### src/rtl/odt_chk_pkg.sv
package odt_chk_pkg;

  typedef enum logic [1:0] {
    VIOL_NONE   = 2'b00,
    VIOL_ASSERT = 2'b01,
    VIOL_WR_BC4 = 2'b10,
    VIOL_WR_BL8 = 2'b11
  } viol_code_e;

  function automatic int unsigned cnt_width(input int unsigned max_val);
    return (max_val < 2) ? 1 : $clog2(max_val + 1);
  endfunction

endpackage

### src/rtl/odt_write_timer.sv
module odt_write_timer
  import odt_chk_pkg::*;
#(
  parameter int unsigned BC4_HIGH = 4,
  parameter int unsigned BL8_HIGH = 6
) (
  input  logic clk,
  input  logic rst_n,
  input  logic odt_smp,
  input  logic wr_qual,
  input  logic wr_bl8,
  output logic pending,
  output logic pend_bl8
);

  localparam int unsigned LONGEST = (BL8_HIGH > BC4_HIGH) ? BL8_HIGH : BC4_HIGH;
  localparam int unsigned CW = cnt_width(LONGEST);
  localparam logic [CW-1:0] BC4_LOAD = CW'(BC4_HIGH - 1);
  localparam logic [CW-1:0] BL8_LOAD = CW'(BL8_HIGH - 1);
  localparam logic [CW-1:0] MAX_LOAD = CW'(LONGEST - 1);

  logic [CW-1:0] rem_q, rem_d, rem_dec, new_load;
  logic          kind_q, kind_d;
  logic          st_en;

  always_comb begin
    rem_dec  = (rem_q == '0) ? '0 : rem_q - 1'b1;
    new_load = wr_bl8 ? BL8_LOAD : BC4_LOAD;
    rem_d    = rem_q;
    kind_d   = kind_q;
    if (!odt_smp) begin
      rem_d  = '0;
      kind_d = 1'b0;
    end else if (wr_qual && (new_load >= rem_dec)) begin
      rem_d  = new_load;
      kind_d = wr_bl8;
    end else begin
      rem_d  = rem_dec;
    end
    st_en = (rem_d != rem_q) || (kind_d != kind_q);
  end

  always_ff @(posedge clk or negedge rst_n) begin
    if (!rst_n) begin
      rem_q  <= '0;
      kind_q <= 1'b0;
    end else if (st_en) begin
      rem_q  <= rem_d;
      kind_q <= kind_d;
    end
  end

  assign pending  = (rem_q != '0);
  assign pend_bl8 = kind_q;

  assert_low_clears_write_R4: assert property (@(posedge clk) disable iff (!rst_n)
    !odt_smp |=> !pending);

  assert_bl8_window_R3: assert property (@(posedge clk) disable iff (!rst_n)
    (wr_qual && wr_bl8) |=> (rem_q >= BL8_LOAD));

  assert_write_rem_bounded_R10: assert property (@(posedge clk) disable iff (!rst_n)
    rem_q <= MAX_LOAD);

endmodule

### config.mk
export PLATFORM = sky130hd
export DESIGN_NAME = odt_write_timer
export DESIGN_NICKNAME = d
export VERILOG_FILES = /design/src/rtl/odt_chk_pkg.sv /design/src/rtl/odt_write_timer.sv
export SDC_FILE = /design/constraint.sdc
export NUM_CORES = 1
export LEC_CHECK = 0
export ABC_AREA = 1
export BUFFER_PORTS_ARGS = -buffer_cell sky130_fd_sc_hd__buf_2
export CORE_AREA = 8 8 45 47
export CTS_BUF_LIST = sky130_fd_sc_hd__clkbuf_16
export DETAILED_ROUTE_END_ITERATION = 16
export DIE_AREA = 0 0 53 55
export PLACE_DENSITY = 0.42
export SYNTH_ARGS = -nofsm -noshare
export SYNTH_HDL_FRONTEND = slang
export SYNTH_SLANG_ARGS = --single-unit
### constraint.sdc
create_clock -name clk -period 2.23 [get_ports clk]
set_input_delay 0.223 -clock clk [delete_from_list [all_inputs] [get_ports clk]]
set_output_delay 0.223 -clock clk [all_outputs]
set_load 0.05 [all_outputs]
# After elaboration in Yosys (flattened, before gate mapping)
# Index checks and enable logic that the tools add are counted.
# totals
reg_bits	4
output_inout_bits	2
wordCells	16
# op_classes
add_sub_neg	1
magnitude_cmp	1
n_eq_ne	2
muxes	6
n_reduce_logical	4
# ops
operator	n
3-bit two-way mux	4
3-bit >= comparator	1
3-bit logical NOT	1
3-bit inequality test	1
3-bit nonzero test	1
3-bit by 1-bit subtractor with 3-bit output (second input constant)	1
1-bit two-way mux	2
1-bit logical AND	1
1-bit logical OR	1
1-bit inequality test	1

# Depth between registers and ports, before layout
# Gate-level depths: netlist of run 1.
# depth
word_depth	8
mapped_depth	12
depth_no_buf	12

# Worst setup path after synthesis of run 1
# No wires, ideal clock.
# synth_timing
path_type	reg-to-reg
from	register rem_q[1]
to	register kind_q (netlist: pend_bl8)
setup_time_ps	77
arrival_ps	1496
required_time_ps	2153
setup_slack_ps	657
stages_incl_launch_ff	11
n_path_buf	0
cell_sequence	dfrtp_1 nor2_1 inv_1 ha_1 inv_1 ha_1 a21oi_1 nand2_2 nand2_1 nand2_1 a21oi_1
# synth_between
elab_chain_len	8
# synth_lines
item	line_no	source
from (decl)	odt_write_timer.sv:22	logic [CW-1:0] rem_q, rem_d, rem_dec, new_load;
from (signal assigned)	odt_write_timer.sv:48	rem_q <= rem_d;
3-bit by 1-bit subtractor with 3-bit output or 3-bit logical NOT (tied branches)	odt_write_timer.sv:27	rem_dec = (rem_q == '0) ? '0 : rem_q - 1'b1;
3-bit two-way mux	odt_write_timer.sv:27	
3-bit >= comparator	odt_write_timer.sv:34	end else if (wr_qual && (new_load >= rem_dec)) begin
1-bit logical AND	odt_write_timer.sv:34	
3-bit two-way mux or 1-bit two-way mux (tied branches)	odt_write_timer.sv:34	
3-bit two-way mux or 1-bit two-way mux (tied branches)	odt_write_timer.sv:31	if (!odt_smp) begin
3-bit inequality test or 1-bit inequality test (tied branches)	odt_write_timer.sv:40	st_en = (rem_d != rem_q) || (kind_d != kind_q);
1-bit logical OR	odt_write_timer.sv:40	
to (signal assigned)	odt_write_timer.sv:49	kind_q <= kind_d;
to (decl)	odt_write_timer.sv:23	logic kind_q, kind_d;
# Several ways; a longest one is shown, not always the timed one.
# A chain may end at the register's enable or synchronous reset.

# Final worst setup path of run 1
# layout_timing
from	register rem_q[1]
to	register rem_q[2]
# layout_between
elab_chain_len	8
# layout_lines
item	line_no
3-bit by 1-bit subtractor with 3-bit output or 3-bit logical NOT (tied branches)	odt_write_timer.sv:27
3-bit two-way mux	odt_write_timer.sv:27
3-bit >= comparator	odt_write_timer.sv:34
1-bit logical AND	odt_write_timer.sv:34
3-bit two-way mux or 1-bit two-way mux (tied branches)	odt_write_timer.sv:34
3-bit two-way mux or 1-bit two-way mux (tied branches)	odt_write_timer.sv:31
3-bit inequality test or 1-bit inequality test (tied branches)	odt_write_timer.sv:40
1-bit logical OR	odt_write_timer.sv:40
# Several ways; a longest one is shown, not always the timed one.

==> metrics, run 1 <==
# fillers=150; Die X=53 µm; CP max FO=3; post-CTS sizing=0; Synth Warn #=0; Fin. Hold Viols=0; Post-Synthesis Cells=35; Leak=0.000217 µW; M3 GR Usage=1.60%; WS Path Type=flop to flop; routed via count=237; share of post-route cells with drive strength above 1=26.7%; worst slew pin tran=253 ps; Max VDD drop=0.498 mV; Total Routing Usage GR=4.93%; RSZ-0062 raised after global routing=no; storage element area=100 µm²; # Post-CTS Setup Buffers=0; clock buffer depth=2; # nets final=56; CP top delay family=adder cells; # DRC=0; Setup TNS Final=0 ps; Worst-path clk slew=30 ps; pin count of the biggest net entering global routing=5; die height=55 µm; placed cell areas=322 µm²; H-tree depth=1; wire per inst=9.11 µm; clock share of power=63.9%; minimum hold slack=249 ps; status=finished clean; CTS sink count=4; Area growth syn-to-layout=49.8%; maximum clock frequency=587 MHz; PortBufs=6; 1st-iter DRT viols=2; final core occ=29.4%; M1 GR Usage=5.35%; Core Box Area=0.00138 mm²; TritonCTS clock tree=built; WP data required=2370 ps; Sw Pwr=101 µW; Setup Skew=1.90 ps; clock buffer count from CTS=3; most common cell after layout, fill and taps aside=inv_1; commonest non-fill, non-tap cells in the layout=inv_1 (9), a21oi_1 (7), nand2_1 (6), buf_2 (6); Worst EP arrival=1850 ps; CP endpoint kind=flop; final max-slew violation count=0; GRT Max-Usage Layer=met2; routability cong.=0.668; Power Density=1070 mW/mm²; root buffer cell=clkbuf_16; num rows=14; distinct cell type count after synthesis=9; total power=433 µW; DR pass1 iterations=2; vias per inst=3.89; antenna violations before repair=0; Sequential Power Share=19.4%; Syn Area/Cell=7.76 µm²; total wire length=556 µm; area of the multi-input gates=138 µm²; antenna cells=0; area of the mapped netlist=272 µm²; full die area=0.00292 mm²; design area=407 µm²; syn_nets=44; MaxCap Viol Count=0; Initial Util=19.6%; CP Launch Type=flop; vias in the first global route=238; crit-path max cell delay=380 ps; Final Critical Period=1700 ps; Post-DP HPWL=465 µm; Logic pwr share=16.7%; Congestion Overflow GR=0; CP cell instances=nor2_1, inv_1, ha_1, inv_1, ha_1, a21oi_1, nand2_2, nand2_1, nand2_1, a21oi_1; fin crit share=76.4%; hold buffer count at CTS=1; antenna-violating nets left=0; Yosys reg bits=4; slowest CP cell=dfrtp_1; min-delay worst type=primary input to flop; Internal=332 µW; number of setup violations in the final report=0; global-route wire length before repair=1010 µm; relative slew slack=83.3%; I/O pin count=7; met2 GRT Util=7.23%; Worst-Skew Late Latency=220 ps; Worst Path Buf+Inv=2; Sw Ratio=23.4%; Seq/Total Area, Yosys=36.9%
final cells by class:
class	instances	share of cell area (%)
well taps	16	4.92
flip-flops and latches	4	24.6
repair buffers	7	9.85
inverters	9	8.31
clock buffers	3	18.5
multi-input cells	22	33.8
logic make-up (layout without fill, tap and decap cells):
logic type | count (synthesis) | after routing | share of synthesized area (%)
AO/OA/AOI/OAI | 7 | 7 | 12.9
adder cells (fa/ha/maj) | 4 | 4 | 18.4
buffers and inverters | 9 | 19 | 12.4
flip-flops | 4 | 4 | 36.9
AND/OR/NAND/NOR | 11 | 11 | 19.4
cells in the mapped netlist, drive strengths merged:
library cell	number	area share (%)
inv	9	12
dfrtp	4	37
ha	4	18
nor2	3	5.1
nand3	1	3.7
a21oi	7	13
nand2	7	11
power by group through the flow:
stage	sequential [µW]	combinational (µW)	clock (µW)
final	84.2	72.1	277
after CTS	84.3	73.8	280
after detailed placement	85.0	71.9	0
after global placement	85.1	71.6	0
after global routing	84.9	83.6	290
after floorplan	88.6	48.8	0
state kept, by name, indices dropped and copies added (netlist names):
name      count
rem_q         3
pend_bl8      1
metal layers:
layer  vias to the layer above  wire (µm)  share of wire, %
met5                         -          0                 0
met4                         0         11               2.0
met3                         2         27               4.9
met2                         7        257                46
met1                       102        261                47
li1                        126          -                 -
stage by stage:
| stage | instances | setup slack (ps) |
|---|---|---|
| finish | 61 | 527 |
| global route | 61 | 363 |
| CTS | 61 | 511 |
| detailed placement | 57 | 526 |
| global placement | 57 | 524 |
| floorplan | 35 | 657 |
worst register-to-register path: stages, from the launching register on:
cell and delay, ps:
dfrtp_1 380, nor2_1 150, inv_1 60, ha_1 200, inv_1 60, ha_1 230, a21oi_1 170, nand2_2 90
nand2_1 110, nand2_1 60, a21oi_1 120
worst paths after layout:
check / from / depth (start not counted) / to / slack, ps
max reg2reg: rem_q[1] / 10 / rem_q[2] / 530
min in group asynchronous: rst_n / 2 / pend_bl8 / 340
max: rem_q[1] / 10 / rem_q[2] / 530
min: odt_smp / 3 / rem_q[1] / 250
max in group asynchronous: rst_n / 2 / rem_q[1] / 1770
min reg2reg: pend_bl8 / 2 / pend_bl8 / 530
No activity file was read; power rests on OpenSTA's default activity.
==> run 2: changes to the inputs <==
==> constraint.sdc (replaced) <==
create_clock -name clk -period 1.7 [get_ports clk]
set_input_delay 0.17 -clock clk [delete_from_list [all_inputs] [get_ports clk]]
set_output_delay 0.17 -clock clk [all_outputs]
set_load 0.05 [all_outputs]
==> run 2 against run 1 <==
Clock power increased by 30%; final area increased by 22%; sequential cell count unchanged; first-iteration DRC count decreased by 100%; critical path type unchanged; highest routed layer is now met3.
==> metrics, run 2 (synthesis gave the netlist of run 1 again) <==
status=finished clean; # DRC=0; DR pass1 iterations=1; fin crit share=93.1%; Worst-path clk slew=30 ps; final max-slew violation count=0; antenna cells=0; routability cong.=0.673; Initial Util=19.6%; final worst slack=118 ps; Fin. Hold Viols=0; crit-path max cell delay=390 ps; CP endpoint kind=flop; met2 GRT Util=6.45%; M3 GR Usage=2.67%; Congestion Overflow GR=0; worst slew pin tran=250 ps; H-tree depth=1; I/O pin count=7; Total Routing Usage GR=4.38%; Post-DP HPWL=456 µm; CP cell instances=nor2_2, inv_1, ha_2, inv_2, ha_4, nand2_1, inv_1, nand2_1, nand2_2, nand2_2, nand2_2, a21oi_2; share of post-route cells with drive strength above 1=54.9%; maximum clock frequency=632 MHz; area of the multi-input gates=183 µm²; vias per inst=3.85; storage element area=100 µm²; Area growth syn-to-layout=82.9%; Power Density=1230 mW/mm²; total power=611 µW; clock buffer depth=2; final core occ=35.9%; crit-path most repeated cell=nand2_2; min-delay worst type=primary input to flop; Leak=0.000249 µW; FF-to-FF path depth=12; pre-CTS setup slack=-21.6 ps; # placed instances=59; 1st-iter DRT viols=0; number of setup violations in the final report=0; clock buffer count from CTS=3; relative slew slack=83.4%; Max VDD drop=1.03 mV; M1 GR Usage=4.74%; Worst-Skew Late Latency=220 ps; Worst EP arrival=1730 ps; TritonCTS clock tree=built; GRT Max-Usage Layer=met2; MaxCap Viol Count=0; commonest non-fill, non-tap cells in the layout=inv_1 (8), buf_2 (6), buf_4 (6); num rows=14; slowest CP cell=dfrtp_1; Die X=53 µm; die height=55 µm; vias in the first global route=243; total wire length=605 µm; CTS sink count=4; Non-Filler Instances=67; routed via count=258; antenna violations before repair=0; CP max FO=3; WS Path Type=flop to flop; Hold Path Stages=3; root buffer cell=clkbuf_16; # nets final=62; max reg flops=3; # fillers=148; most common cell after layout, fill and taps aside=inv_1; full die area=0.00292 mm²; Setup Skew=2.19 ps; global-route wire length before repair=917 µm; PortBufs=6; Core Box Area=0.00138 mm²; Final Critical Period=1580 ps; antenna-violating nets left=0; Reg with most FFs=rem_q; wire per inst=9.03 µm; CP Launch Type=flop; pin count of the biggest net entering global routing=5; WP data required=1840 ps
-- run 2: cell types whose count changed in the layout (fill, tap and decap cells not counted), sizes merged --
cell and change:
buf +6
-- run 2: critical path, delay by kind of cell, from the launching register on --
family                     cells  cell delay, ps
and+or+nand+nor                6             470
buffers and inverters          3             140
adders and majority gates      2             370
AOI/OAI and AO/OA              1             130
DFF                            1             390
-- run 2: path summary, 6_finish.rpt --
| check | slack (ps) | end | start |
|---|---|---|---|
| max | 120 | pend_bl8 | rem_q[0] |
| min | 190 | rem_q[1] | odt_smp |
| max reg2reg | 120 | pend_bl8 | rem_q[0] |
| min reg2reg | 550 | pend_bl8 | pend_bl8 |
| max in group asynchronous | 1290 | rem_q[1] | rst_n |
| min in group asynchronous | 290 | rem_q[0] | rst_n |
-- run 2: report_power, final --
part / switching [µW] / internal, µW
registers: 7.19 / 104
logic: 77.7 / 61.9
clock network: 60.0 / 300
-- run 2: what timing repair did --
item / 4_1_cts / 5_1_grt
setup buffers: 0 / 4
pin swaps: 0 / 6
hold endpoints to repair: 4 / 0
hold buffers: 1 / 0
cloned: 0 / 0
gates resized for setup: 1 / 10
setup endpoints to repair: 1 / 4
-- run 2: area by class of cell --
| type | count | area share (%) |
|---|---|---|
| flip-flops and latches | 4 | 20.2 |
| inverters | 9 | 6.80 |
| repair buffers | 13 | 17.1 |
| multi-input cells | 22 | 36.8 |
| clock buffers | 3 | 15.1 |
| well taps | 16 | 4.03 |
-- run 2: metrics by stage --
step | area (µm²) | setup TNS [ps] | hold WS (ps)
global placement | 337 | 0 | -20.0
finish | 497 | 0 | 194
detailed placement | 337 | -21.6 | -22.7
global route | 497 | -11.6 | 211
CTS | 425 | 0 | 202
floorplan | 272 | 0 | -126
-- run 2: metal layers --
metal | share of wire (%) | vias to the layer above | routed length [µm]
met5 | 0 | - | 0
met4 | 0 | 0 | 0
met3 | 4.5 | 0 | 27
met2 | 47 | 4 | 284
met1 | 48 | 114 | 293
li1 | - | 140 | -
